## src/rtl/ret_stack_pkg.sv

```systemverilog
package ret_stack_pkg;

    typedef enum logic [1:0] {
        ACT_HOLD = 2'd0,
        ACT_PUSH = 2'd1,
        ACT_POP  = 2'd2
    } stack_act_e;

endpackage

```

## src/rtl/ret_stack_level.sv

```systemverilog
module ret_stack_level
    import ret_stack_pkg::*;
#(
    parameter int DEPTH = 3
) (
    input  logic             clk,
    input  logic             rst_n,
    input  stack_act_e       act_i,
    output logic [DEPTH-1:0] mask_o
);

    logic [DEPTH-1:0] mask_d, mask_q;

    always_comb begin
        mask_d = mask_q;
        case (act_i)
            ACT_PUSH: mask_d = {mask_q[DEPTH-2:0], 1'b1};
            ACT_POP:  mask_d = {1'b0, mask_q[DEPTH-1:1]};
            default:  mask_d = mask_q;
        endcase
    end

    always_ff @(posedge clk) begin
        if (!rst_n) mask_q <= '0;
        else        mask_q <= mask_d;
    end

    assign mask_o = mask_q;

    AST_MASK_THERMO: assert property (@(posedge clk) disable iff (!rst_n)
        (mask_q & (mask_q + 1'b1)) == '0);

    AST_PUSH_SETS_LSB: assert property (@(posedge clk) disable iff (!rst_n)
        act_i == ACT_PUSH |=> mask_q[0]);

endmodule

```

## src/rtl/ret_stack_lane.sv

```systemverilog
module ret_stack_lane
    import ret_stack_pkg::*;
#(
    parameter int W     = 4,
    parameter int DEPTH = 3
) (
    input  logic         clk,
    input  logic         rst_n,
    input  stack_act_e   act_i,
    input  logic [W-1:0] din_i,
    output logic [W-1:0] top_o
);

    localparam int SW = W * DEPTH;

    logic [SW-1:0] store_d, store_q;

    always_comb begin
        store_d = store_q;
        case (act_i)
            ACT_PUSH: store_d = {store_q[SW-W-1:0], din_i};
            ACT_POP:  store_d = {{W{1'b0}}, store_q[SW-1:W]};
            default:  store_d = store_q;
        endcase
    end

    always_ff @(posedge clk) begin
        if (!rst_n) store_q <= '0;
        else        store_q <= store_d;
    end

    assign top_o = store_q[W-1:0];

    AST_PUSH_LANDS_ON_TOP: assert property (@(posedge clk) disable iff (!rst_n)
        act_i == ACT_PUSH |=> top_o == $past(din_i));

endmodule

```

## src/rtl/ret_stack3.sv

```systemverilog
module ret_stack3
    import ret_stack_pkg::*;
#(
    parameter int PC_W   = 6,
    parameter int PAGE_W = 4,
    parameter int CHAP_W = 2,
    parameter int DEPTH  = 3
) (
    input  logic              clk,
    input  logic              rst_n,
    input  logic              status_i,
    input  logic              call_i,
    input  logic              branch_i,
    input  logic              return_i,
    input  logic [PC_W-1:0]   target_i,
    input  logic [PC_W-1:0]   pc_i,
    input  logic [PAGE_W-1:0] page_i,
    input  logic [PAGE_W-1:0] page_buf_i,
    input  logic [CHAP_W-1:0] chap_i,
    input  logic [CHAP_W-1:0] chap_buf_i,
    output logic [PC_W-1:0]   pc_o,
    output logic [PAGE_W-1:0] page_o,
    output logic [PAGE_W-1:0] page_buf_o,
    output logic [CHAP_W-1:0] chap_o,
    output logic [CHAP_W-1:0] chap_buf_o
);

    typedef struct packed {
        logic [PC_W-1:0]   pc;
        logic [PAGE_W-1:0] page;
        logic [PAGE_W-1:0] page_buf;
        logic [CHAP_W-1:0] chap;
        logic [CHAP_W-1:0] chap_buf;
    } regs_t;

    stack_act_e        act;
    logic [DEPTH-1:0]  lvl;
    logic [PC_W-1:0]   pc_top;
    logic [PAGE_W-1:0] page_top;
    logic [CHAP_W-1:0] chap_top;
    regs_t             nxt;

    always_comb begin
        act          = ACT_HOLD;
        nxt.pc       = pc_i;
        nxt.page     = page_i;
        nxt.page_buf = page_buf_i;
        nxt.chap     = chap_i;
        nxt.chap_buf = chap_buf_i;
        if (call_i) begin
            if (status_i) begin
                act      = ACT_PUSH;
                nxt.pc   = target_i;
                nxt.page = page_buf_i;
                nxt.chap = chap_buf_i;
            end else begin
                nxt.page_buf = page_i;
                nxt.chap_buf = chap_i;
            end
        end else if (branch_i && status_i) begin
            nxt.pc   = target_i;
            nxt.page = page_buf_i;
            nxt.chap = chap_buf_i;
        end else if (return_i && lvl[0]) begin
            act          = ACT_POP;
            nxt.pc       = pc_top;
            nxt.page     = page_top;
            nxt.page_buf = page_top;
            nxt.chap     = chap_top;
            nxt.chap_buf = chap_top;
        end
    end

    ret_stack_level #(.DEPTH(DEPTH)) i_level (
        .clk    (clk),
        .rst_n  (rst_n),
        .act_i  (act),
        .mask_o (lvl)
    );

    ret_stack_lane #(.W(PC_W), .DEPTH(DEPTH)) i_pc_lane (
        .clk   (clk),
        .rst_n (rst_n),
        .act_i (act),
        .din_i (pc_i),
        .top_o (pc_top)
    );

    ret_stack_lane #(.W(PAGE_W), .DEPTH(DEPTH)) i_page_lane (
        .clk   (clk),
        .rst_n (rst_n),
        .act_i (act),
        .din_i (page_i),
        .top_o (page_top)
    );

    ret_stack_lane #(.W(CHAP_W), .DEPTH(DEPTH)) i_chap_lane (
        .clk   (clk),
        .rst_n (rst_n),
        .act_i (act),
        .din_i (chap_i),
        .top_o (chap_top)
    );

    assign pc_o       = nxt.pc;
    assign page_o     = nxt.page;
    assign page_buf_o = nxt.page_buf;
    assign chap_o     = nxt.chap;
    assign chap_buf_o = nxt.chap_buf;

    AST_ONE_STROBE: assert property (@(posedge clk) disable iff (!rst_n)
        $onehot0({call_i, branch_i, return_i}));

    AST_EMPTY_RETURN_INERT: assert property (@(posedge clk) disable iff (!rst_n)
        return_i && !call_i && !branch_i && !lvl[0] |=> $stable(lvl));

    AST_BRANCH_KEEPS_DEPTH: assert property (@(posedge clk) disable iff (!rst_n)
        branch_i && !call_i |=> $stable(lvl));

    AST_UNTAKEN_CALL_KEEPS_DEPTH: assert property (@(posedge clk) disable iff (!rst_n)
        call_i && !status_i |=> $stable(lvl));

endmodule

```

## config.mk

```make
export PLATFORM = sky130hd
export DESIGN_NAME = ret_stack3
export DESIGN_NICKNAME = d
export VERILOG_FILES = /design/src/rtl/ret_stack_pkg.sv /design/src/rtl/ret_stack_level.sv /design/src/rtl/ret_stack_lane.sv /design/src/rtl/ret_stack3.sv
export SDC_FILE = /design/constraint.sdc
export NUM_CORES = 1
export LEC_CHECK = 0
export BUFFER_PORTS_ARGS = -buffer_cell sky130_fd_sc_hd__buf_2
export CAP_MARGIN = 0
export CORE_MARGIN = 2
export CORE_UTILIZATION = 28
export DETAILED_ROUTE_END_ITERATION = 8
export PLACE_DENSITY = 0.53
export RECOVER_POWER = 50
export SLEW_MARGIN = 20
export SYNTH_ARGS = -nofsm -noshare
export SYNTH_HDL_FRONTEND = slang
export SYNTH_SLANG_ARGS = --single-unit
```

## constraint.sdc

```tcl
create_clock -name clk -period 2.7 [get_ports clk]
set_clock_uncertainty 0.05 [all_clocks]
set_input_delay 0.54 -clock clk [delete_from_list [all_inputs] [get_ports clk]]
set_output_delay 0.54 -clock clk [all_outputs]
set_load 0.05 [all_outputs]
```

Word-level counts from Yosys, hierarchy flattened
Cells that the tools add are included.

Eq/ne operators: 2. Reduce and logical (&&, ||, !) cells: 3. Div/mod/pow operators: 0. Multiply operators: 0. Bitwise logic cells: 0. Shift operators: 0. Multiplexer cells: 17. $lt $le $gt $ge: 0. Add/sub/neg operators: 0.

Operators by type and width (number): $mux 18 (2); $pmux 18 s2 (1); $pmux 12 s2 (1); $mux 10 (2); $mux 2 (6); $pmux 6 s2 (1); $mux 4 (2); $pmux 3 s2 (1); $eq 2x1->1 const B (1); $eq 2x2->1 const B (1); $logic_and 1x1->1 (2); $reduce_bool 2->1 (1); $mux 1 (1).

Memories: 0. Bits in writable memories: 0. Latch bits: 0. Bits in read-only memories: 0. Logic and storage cells: 26. Output and inout bits: 18. Input port bits: 30. Flip-flop bits (word level): 39.

Longest topological paths before layout
Gate-level depths: netlist (run 1).

Depth in word-level cells: 6. Mapped depth: 6. Gate-level depth less buffers: 3.

Hierarchy
A second synthesis (run 1) with hierarchy kept.

Cells, all modules: 281. Area, all modules: 2671.3 µm².

Modules (own cells, without submodules): ret_stack_lane (i_pc_lane) (area each 954.7 µm², instances 1, cells each 87); ret_stack_lane (i_page_lane) (area each 649.4 µm², instances 1, cells each 58); ret_stack3 (area each 620.6 µm², instances 1, cells each 91); ret_stack_lane (i_chap_lane) (area each 305.3 µm², instances 1, cells each 29); ret_stack_level (area each 141.4 µm², instances 1, cells each 16).

Worst setup path after synthesis (run 1)
OpenSTA, ideal clock, no wires.

Path type: input-to-output. Start: input call_i. End: output pc_o[0]. Data required time: 2110 ps. Data arrival time: 1938 ps. Setup slack: 172 ps. Stages on the path: 4. Cells stage by stage: buf_2 buf_1 a21oi_1 a32oi_1.

Longest elaborated chain between the ends: 1.

Ends and longest elaborated chain: start, declared (RTL line ret_stack3.sv:12) `input logic call_i,`; $mux 18 (RTL line ret_stack3.sv:50) `if (call_i) begin`; end, declared (RTL line ret_stack3.sv:21) `output logic [PC_W-1:0] pc_o,`.

No other way between the ends.

Worst setup path in the final report (run 1)
Start: input status_i. End: output chap_o[0].

Longest elaborated chain between the ends: 3.

Ends and longest elaborated chain: start, declared (RTL line ret_stack3.sv:11) `input logic status_i,`; $logic_and 1x1->1 (RTL line ret_stack3.sv:60) `end else if (branch_i && status_i) begin`; $mux 2 (RTL line ret_stack3.sv:60); $mux 18 * (RTL line ret_stack3.sv:50); end, declared (RTL line ret_stack3.sv:24) `output logic [CHAP_W-1:0] chap_o,`.

Mark *: on every way between the ends. The rest lies on a longest branch, timed or not.

==> flow_metrics.py, run 1 <==
metrics = {
    "status": {
        "status": "finished, final reports clean",
    },
    "yosys": {
        "yosysWarnings": 0,
        "synthTopCellsByArea": "dfxtp_1 (33%), o211ai_1 (12%), a21boi_1 (11%), a32oi_1 (10%), mux2i_1 (4.2%)",
        "synthTopCellsByCount": "dfxtp_1 (39), o211ai_1 (39), a21boi_1 (35), a32oi_1 (28), nand2_1 (25)",
        "avgSynthCellArea_um2": 8.69,
        "synth_cells": 276,
        "ys_seq_area_share_pct": 32.6,
        "synthesis.area_um2": 2400,
        "ys_types": 29,
        "synth_edf_count": 0,
        "yosys.area.top_type": "dfxtp_1",
        "ys_ff_latch": 39,
        "async_reset_ff_share_pct": 0,
        "synth_top_area_share_pct": 32.6,
        "synth_flop_cell": "dfxtp_1",
        "synthesis.nets": 306,
    },
    "floorplan": {
        "pin_count": 48,
        "die_y_um": 96.6,
        "initial_core_util_pct": 29.0,
        "num_rows": 33,
        "die-area_um2": 9320,
        "core_um2": 8260,
        "die_w_um": 96.6,
    },
    "worst_setup_path": {
        "slowest_delay_ns": 0.44,
        "worstReg2RegStart": "i_level.mask_o[0]",
        "path_cells": "clkbuf_1 -> clkbuf_1 -> and3_1 -> a31oi_1 -> o211ai_1 -> buf_2",
        "required_ns": 2.11,
        "endpoint": "chap_o[0]",
        "crit_path_frequent_cell": "clkbuf_1",
        "reg2reg_to": "i_level.mask_o[1]",
        "endpoint_kind": "primary output",
        "rrSetupSlack_ns": 1.32,
        "critical_path_class": "input pin to primary output",
        "cp_max_fo": 9,
        "crit_start": "status_i",
        "slowest_stage": "clkbuf_1",
        "critPathLaunchType": "input pin",
        "arrival_ns": 1.94,
        "rr_worst_depth": 4,
    },
    "place": {
        "numPortBuffers": 47,
        "hpwl_mm": 4.44,
        "placedInstanceArea_um2": 2680,
        "gp_congestion": 0.758,
    },
    "routing": {
        "drtPass1Iterations": 4,
        "drt-vias-per-instance": 5.82,
        "drt.antenna.violating_nets": 0,
        "drc": 0,
        "vias": 2403,
        "first_iter_violations": 162,
        "routed_wl_mm": 7.04,
        "wl_per_cell_um": 17.1,
    },
    "sta": {
        "relSlewSlack_pct": 45.7,
        "period_needed_ns": 2.53,
        "max_clock_freq_mhz": 396,
        "maxSlewViolCount": 0,
        "hold_viol_final": 0,
        "finalSetupTns_ns": 0,
        "worst_pin_slew_ns": 0.815,
        "finalSetupViolCount": 0,
        "rsz0062_at_grt": "no",
        "period_share_pct": 93.6,
    },
    "grt": {
        "global_route.usage.met2_pct": 23.7,
        "grt_antenna_before_repair": 0,
        "busiest_layer": "met2",
        "grt_max_degree": 48,
        "grt_util_met3_pct": 2.95,
        "overflow": 0,
        "gr-usage-met1_pct": 22.0,
        "track_usage_pct": 15.5,
        "grt_pass1_wl_mm": 11.3,
        "grt_pass1_vias": 2140,
    },
    "cts": {
        "cts_resized": 0,
        "clockBufferDepth": 2,
        "cts_buffers": 5,
        "h-tree-depth": 2,
        "clk_pin_slew_ns": 0.07,
        "clock-sinks": 39,
        "hold_buffers": 0,
        "clk_latency_ns": 0.29,
        "cts_tree": "yes",
        "cts_setup_buffers": 0,
        "root_buffer": "clkbuf_8",
    },
    "power_and_ir_drop": {
        "ir_drop_mv": 0.146,
        "p_per_area_nw_per_um2": 476,
        "power_leakage_nw": 0.993,
        "p_total_mw": 1.31,
    },
    "final_layout": {
        "final_area_um2": 2760,
        "antennaDiodeCount": 0,
        "drive_above_1_share_pct": 21.4,
        "fin_nets": 337,
        "area_delta_synth_final_pct": 15.0,
    },
    "hold_path": {
        "hold_path_class": "flip-flop to flip-flop",
    },
    "flow_run": {
        "drv_cap": 0,
    },
}
routing by layer:
layer	routed length, um	vias to the layer above
li1	-	1150
met1	3450	1183
met2	3160	64
met3	357	6
met4	78	0
met5	0	-
worst max-delay path, delay by kind of cell:
kind / cells / cell delay (ns)
AOI/OAI and AO/OA: 2 / 0.21
buffers and inverters: 3 / 0.95
and+or+nand+nor: 1 / 0.24
how the worst min path moves through the flow:
| stage | from | to | slack [ns] | cells after the start |
|---|---|---|---|---|
| final | i_page_lane.store_q[4] | i_page_lane.store_q[8] | 0.42 | 2 |
| after global routing | i_page_lane.store_q[4] | i_page_lane.store_q[8] | 0.45 | 2 |
| after CTS | i_page_lane.store_q[4] | i_page_lane.store_q[8] | 0.43 | 2 |
| after detailed placement | i_chap_lane.store_q[2] | i_chap_lane.store_q[4] | 0.42 | 2 |
| after global placement | i_chap_lane.store_q[2] | i_chap_lane.store_q[4] | 0.41 | 2 |
| after floorplan | i_chap_lane.store_q[2] | i_chap_lane.store_q[4] | 0.39 | 2 |
placed cells by master (no fill, tap or decap), types with 2 or more instances in the layout:
master / instances
nand3_1: 9
mux2i_1: 10
buf_4: 10
dfxtp_1: 39
and3_1: 14
a32oi_1: 28
a21boi_0: 31
and2_1: 2
nand2_1: 25
a31oi_1: 3
clkbuf_1: 4
buf_2: 46
o31a_1: 6
a21boi_1: 12
clkbuf_8: 5
o211ai_1: 39
a221o_1: 6
a21oi_1: 4
report_power, final:
part | total, mW | internal, mW | leakage (nW) | switching, mW
combinational | 0.326 | 0.0999 | 0.635 | 0.226
sequential | 0.603 | 0.588 | 0.316 | 0.0142
clock | 0.384 | 0.181 | 0.0422 | 0.203
kinds of logic after synthesis:
logic type      Yosys count  share of synthesized area, %
compound gates          134                          43.5
mux                      10                          4.17
flops                    39                          32.6
simple gates             57                          11.8
buf+inv                  36                          7.98
sequential cells by signal, indices dropped and copies added (netlist names):
signal and count:
i_chap_lane.store_q 6, i_page_lane.store_q 12, i_pc_lane.store_q 18, i_level.mask_o 3
area by class of cell:
cell class                      instances  area, um^2
Clock buffer                            7        76.3
Clock inverter                          1        5.00
Multi-Input combinational cell        201        1430
Timing Repair Buffer                   60         338
Tap cell                              105         131
Sequential cell                        39         781
Fill cell                             878        5500
through the flow:
step	utilization [%]	hold WS (ns)	setup slack (ns)	cells
floorplan	-	0.395	0.172	276
global placement	32.5	0.412	0.258	405
detailed placement	32.5	0.417	0.249	405
CTS	33.5	0.427	0.227	413
global route	33.4	0.451	0.0776	413
finish	33.4	0.423	0.174	413
No activity file was read; power rests on OpenSTA's default activity.
==> run 2: changes to the inputs <==
==> constraint.sdc (replaced) <==
create_clock -name clk -period 2.7 [get_ports clk]
set_clock_uncertainty 0.05 [all_clocks]
set_input_delay 0.405 -clock clk [delete_from_list [all_inputs] [get_ports clk]]
set_output_delay 0.405 -clock clk [all_outputs]
set_load 0.05 [all_outputs]
==> run 2 against run 1 <==
  * First-iteration DRC count grew 24%
  * Via count shrank 2.2%
  * Critical path depth decreased by 2
  * Worst setup slack gained 0.14 ns
  * Utilization increased by 0.26 points
==> flow_metrics.py, run 2 (synthesis results as in run 1) <==
metrics = {
    "grt": {
        "track_usage_pct": 15.1,
        "grt_pass1_wl_mm": 10.9,
        "grt_max_degree": 41,
        "overflow": 0,
        "grt_pass1_vias": 2123,
        "grt_antenna_before_repair": 0,
    },
    "final_layout": {
        "layout_common_cells": "buf_2 (47), o211ai_1 (39), dfxtp_1 (39), a21boi_0 (32), a32oi_1 (28)",
        "drive_above_1_share_pct": 21.6,
        "antennaDiodeCount": 0,
        "layout_commonest_cell": "buf_2",
        "area_delta_synth_final_pct": 15.9,
        "regMostFlops": "i_pc_lane.store_q",
        "fin_util_pct": 33.7,
        "fin_nets": 334,
        "largest_register_ffs": 18,
        "largestRegisters": "i_pc_lane.store_q: 18 flops, i_page_lane.store_q: 12 flops, i_chap_lane.store_q: 6 flops",
    },
    "cts": {
        "hold_buffers": 0,
        "clk_latency_ns": 0.30,
        "clock-sinks": 39,
        "clockBufferDepth": 2,
        "cts_resized": 0,
        "cts_tree": "yes",
        "cts_buffers": 5,
        "h-tree-depth": 2,
        "clk_pin_slew_ns": 0.09,
        "cts_setup_buffers": 0,
        "root_buffer": "clkbuf_8",
    },
    "place": {
        "gp_congestion": 0.784,
        "numPortBuffers": 47,
        "hpwl_mm": 4.53,
    },
    "worst_setup_path": {
        "slowest_stage": "dfxtp_1",
        "rrSetupSlack_ns": 1.13,
        "arrival_ns": 1.93,
        "cp_max_fo": 13,
        "required_ns": 2.25,
        "path_cells": "nand3b_1 -> nor2_2 -> a221o_1 -> buf_2",
        "critical_path_class": "flip-flop to primary output",
        "crit_buf_inv": 1,
        "critPathLaunchType": "flip-flop",
        "slowest_delay_ns": 0.41,
        "endpoint_kind": "primary output",
        "crit_family": "simple AND/OR/NAND/NOR gates",
    },
    "sta": {
        "maxSlewViolCount": 0,
        "rsz0062_at_grt": "no",
        "finalSetupViolCount": 0,
        "max_clock_freq_mhz": 419,
        "period_needed_ns": 2.39,
        "worst_pin_slew_ns": 0.786,
        "hold_viol_final": 0,
        "period_share_pct": 88.4,
        "relSlewSlack_pct": 47.6,
        "finalSetupTns_ns": 0,
    },
    "routing": {
        "drc": 0,
        "drt-vias-per-instance": 5.73,
        "wl_per_cell_um": 16.8,
        "drt.antenna.violating_nets": 0,
        "drtPass1Iterations": 4,
        "first_iter_violations": 201,
        "routed_wl_mm": 6.89,
        "vias": 2351,
    },
    "power_and_ir_drop": {
        "power_leakage_nw": 0.996,
        "p_per_area_nw_per_um2": 545,
        "ir_drop_mv": 0.193,
    },
    "status": {
        "status": "finished, final reports clean",
    },
    "floorplan": {
        "pin_count": 48,
        "die_w_um": 96.6,
        "die-area_um2": 9320,
        "num_rows": 33,
        "initial_core_util_pct": 29.0,
        "core_um2": 8260,
        "die_y_um": 96.6,
    },
    "hold_path": {
        "hold_path_class": "input pin to flip-flop",
    },
    "flow_run": {
        "drv_cap": 0,
    },
}
run 2: metal layers:
metal	routed length [um]	part of all wire, %	global-route usage, %
met2	3010	44	22.7
met3	413	6.0	2.40
met5	0	0	0
met1	3350	49	22.0
met4	107	1.6	4.69
run 2: power breakdown:
part	internal, mW	switching (mW)
clock	0.369	0.224
combinational	0.0955	0.224
sequential	0.588	0.0132
total	1.05	0.461
run 2: layout make-up:
class | count | area [um^2]
Timing Repair Buffer | 57 | 304
Fill cell | 873 | 5480
Multi-Input combinational cell | 201 | 1430
Clock inverter | 3 | 67.6
Clock buffer | 5 | 68.8
Tap cell | 105 | 131
Sequential cell | 39 | 781
run 2: path summary, 6_finish.rpt:
path	to	start	cells after the start
max reg2reg	i_pc_lane.store_q[10]	i_level.mask_o[0]	4
min	i_pc_lane.store_q[0]	pc_i[0]	3
min reg2reg	i_page_lane.store_q[8]	i_page_lane.store_q[4]	2
max	page_o[0]	i_level.mask_o[0]	4
run 2: worst min-delay path, stage by stage:
cell and delay (ns):
buf_2 0.12, a32oi_1 0.06, a21boi_1 0.11
run 2: stage by stage:
stage / instances / worst slack [ns] / area (um^2) / hold slack [ns] / power [mW]
3_5_place_dp: 402 / 0.359 / 2650 / 0.414 / 0.937
6_report: 410 / 0.312 / 2780 / 0.376 / 1.51
4_1_cts: 410 / 0.327 / 2790 / 0.361 / 1.53
5_1_grt: 410 / 0.121 / 2780 / 0.395 / 1.57
3_3_place_gp: 402 / 0.335 / 2650 / 0.415 / 0.937
2_1_floorplan: 276 / 0.442 / 2400 / 0.395 / 0.853
==> run 3: changes to the inputs <==
- RECOVER_POWER: 50 -> unset
==> run 3 against run 2 <==
  * Clock power increased by 0.7%
  * Hold slack got worse by 0.0039 ns
  * Power increased by 0.44%
  * Critical path depth unchanged
  * Critical endpoint unchanged
  * Largest cell class unchanged
==> flow_metrics.py, run 3 (synthesis results as in run 1) <==
metrics = {
    "status": {
        "status": "finished, final reports clean",
    },
    "worst_setup_path": {
        "arrival_ns": 1.93,
        "slowest_stage": "dfxtp_1",
        "crit_buf_inv": 1,
        "reg2reg_to": "i_pc_lane.store_q[9]",
        "rr_worst_depth": 4,
        "slowest_delay_ns": 0.41,
        "crit_start": "i_level.mask_o[0]",
        "required_ns": 2.25,
        "critical_path_class": "flip-flop to primary output",
        "path_cells": "nand3b_1 -> nor2_2 -> a221o_1 -> buf_2",
        "critPathLaunchType": "flip-flop",
        "cp_max_fo": 13,
        "worstReg2RegStart": "i_level.mask_o[0]",
        "endpoint_kind": "primary output",
        "rrSetupSlack_ns": 1.14,
        "crit_family": "simple AND/OR/NAND/NOR gates",
    },
    "cts": {
        "clock-sinks": 39,
        "clk_latency_ns": 0.30,
        "cts_resized": 0,
        "cts_tree": "yes",
        "hold_buffers": 0,
        "clk_pin_slew_ns": 0.08,
        "cts_buffers": 5,
        "root_buffer": "clkbuf_8",
        "h-tree-depth": 2,
        "cts_setup_buffers": 0,
        "clockBufferDepth": 2,
    },
    "grt": {
        "track_usage_pct": 15.1,
        "grt_pass1_vias": 2123,
        "overflow": 0,
        "grt_antenna_before_repair": 0,
        "grt_max_degree": 41,
        "grt_pass1_wl_mm": 10.9,
    },
    "sta": {
        "relSlewSlack_pct": 58.5,
        "hold_viol_final": 0,
        "period_needed_ns": 2.39,
        "finalSetupTns_ns": 0,
        "worst_pin_slew_ns": 0.623,
        "period_share_pct": 88.5,
        "finalSetupViolCount": 0,
        "max_clock_freq_mhz": 418,
        "maxSlewViolCount": 0,
        "rsz0062_at_grt": "no",
    },
    "floorplan": {
        "initial_core_util_pct": 29.0,
        "num_rows": 33,
        "core_um2": 8260,
        "pin_count": 48,
        "die_y_um": 96.6,
        "die-area_um2": 9320,
        "die_w_um": 96.6,
    },
    "routing": {
        "first_iter_violations": 248,
        "drtPass1Iterations": 4,
        "routed_wl_mm": 6.90,
        "drt-vias-per-instance": 5.77,
        "wl_per_cell_um": 16.8,
        "drc": 0,
        "drt.antenna.violating_nets": 0,
        "vias": 2364,
    },
    "final_layout": {
        "layout_common_cells": "buf_2 (47), o211ai_1 (39), dfxtp_1 (39), a21boi_1 (35), a32oi_1 (28)",
        "drive_above_1_share_pct": 22.0,
        "fin_nets": 334,
        "regMostFlops": "i_pc_lane.store_q",
        "area_delta_synth_final_pct": 16.1,
        "largest_register_ffs": 18,
        "antennaDiodeCount": 0,
        "largestRegisters": "i_pc_lane.store_q: 18 flops, i_page_lane.store_q: 12 flops, i_chap_lane.store_q: 6 flops",
        "layout_commonest_cell": "buf_2",
    },
    "place": {
        "hpwl_mm": 4.53,
        "numPortBuffers": 47,
        "gp_congestion": 0.784,
    },
    "power_and_ir_drop": {
        "p_int_mw": 1.06,
        "combPwrFrac_pct": 21.2,
        "ir_drop_mv": 0.196,
        "p_sw_uw": 465,
        "p_sw_share_pct": 30.6,
        "p_total_mw": 1.52,
        "p_per_area_nw_per_um2": 546,
        "p_seq_share_pct": 39.6,
        "power_leakage_nw": 1.01,
        "power.share.clock_pct": 39.2,
    },
    "hold_path": {
        "holdPathEnd": "i_page_lane.store_q[1]",
        "hold_path.startpoint": "page_i[1]",
        "hold-path-cell-count": 3,
        "hold_path_class": "input pin to flip-flop",
    },
    "flow_run": {
        "drv_cap": 0,
    },
}
-- run 3: cell count changes in the layout (fill, tap and decap cells not counted) --
cell      change
clkbuf_1      -1
a21boi_0     -24
buf_4         +2
clkbuf_2      -1
a21boi_1     +24
-- run 3: metal layers --
layer | track usage [%] | part of all wire (%)
met5 | 0 | 0
met4 | 4.69 | 1.6
met3 | 2.40 | 6.7
met2 | 22.7 | 44
met1 | 22.0 | 48
-- run 3: layout make-up --
cell class                 count  area [um^2]
timing repair buffer          57          310
clock buffer                   5         68.8
fill                         870         5470
tap                          105          131
multi-input combinational    201         1430
sequential                    39          781
clock inverter                 3         67.6
-- run 3: worst max path at each step --
stage | slack [ns] | to | cells after the start
2_1_floorplan | 0.44 | pc_o[0] | 4
3_3_place_gp | 0.34 | page_o[0] | 5
3_5_place_dp | 0.36 | page_o[0] | 5
4_1_cts | 0.33 | page_o[0] | 4
5_1_grt | 0.12 | page_o[0] | 4
6_report | 0.31 | page_o[0] | 4
-- run 3: worst min-delay path: stages --
cell and delay, ns:
buf_2 0.10, a32oi_1 0.05, a21boi_1 0.12
-- run 3: power groups by stage --
stage | logic [mW] | clock network (mW) | registers (mW)
after floorplan | 0.243 | 0 | 0.610
after global placement | 0.321 | 0 | 0.615
after detailed placement | 0.322 | 0 | 0.615
after CTS | 0.323 | 0.605 | 0.601
after global routing | 0.347 | 0.625 | 0.604
final | 0.323 | 0.596 | 0.602
-- run 3: stage by stage --
| step | std cells | cell area [um^2] | util [%] | hold slack (ns) | setup slack (ns) |
|---|---|---|---|---|---|
| 2_1_floorplan | 276 | 2400 | - | 0.395 | 0.442 |
| 3_3_place_gp | 402 | 2650 | 32.1 | 0.415 | 0.335 |
| 5_1_grt | 410 | 2790 | 33.7 | 0.370 | 0.121 |
| 4_1_cts | 410 | 2790 | 33.7 | 0.361 | 0.327 |
| 6_report | 410 | 2790 | 33.7 | 0.372 | 0.310 |
| 3_5_place_dp | 402 | 2650 | 32.1 | 0.414 | 0.359 |
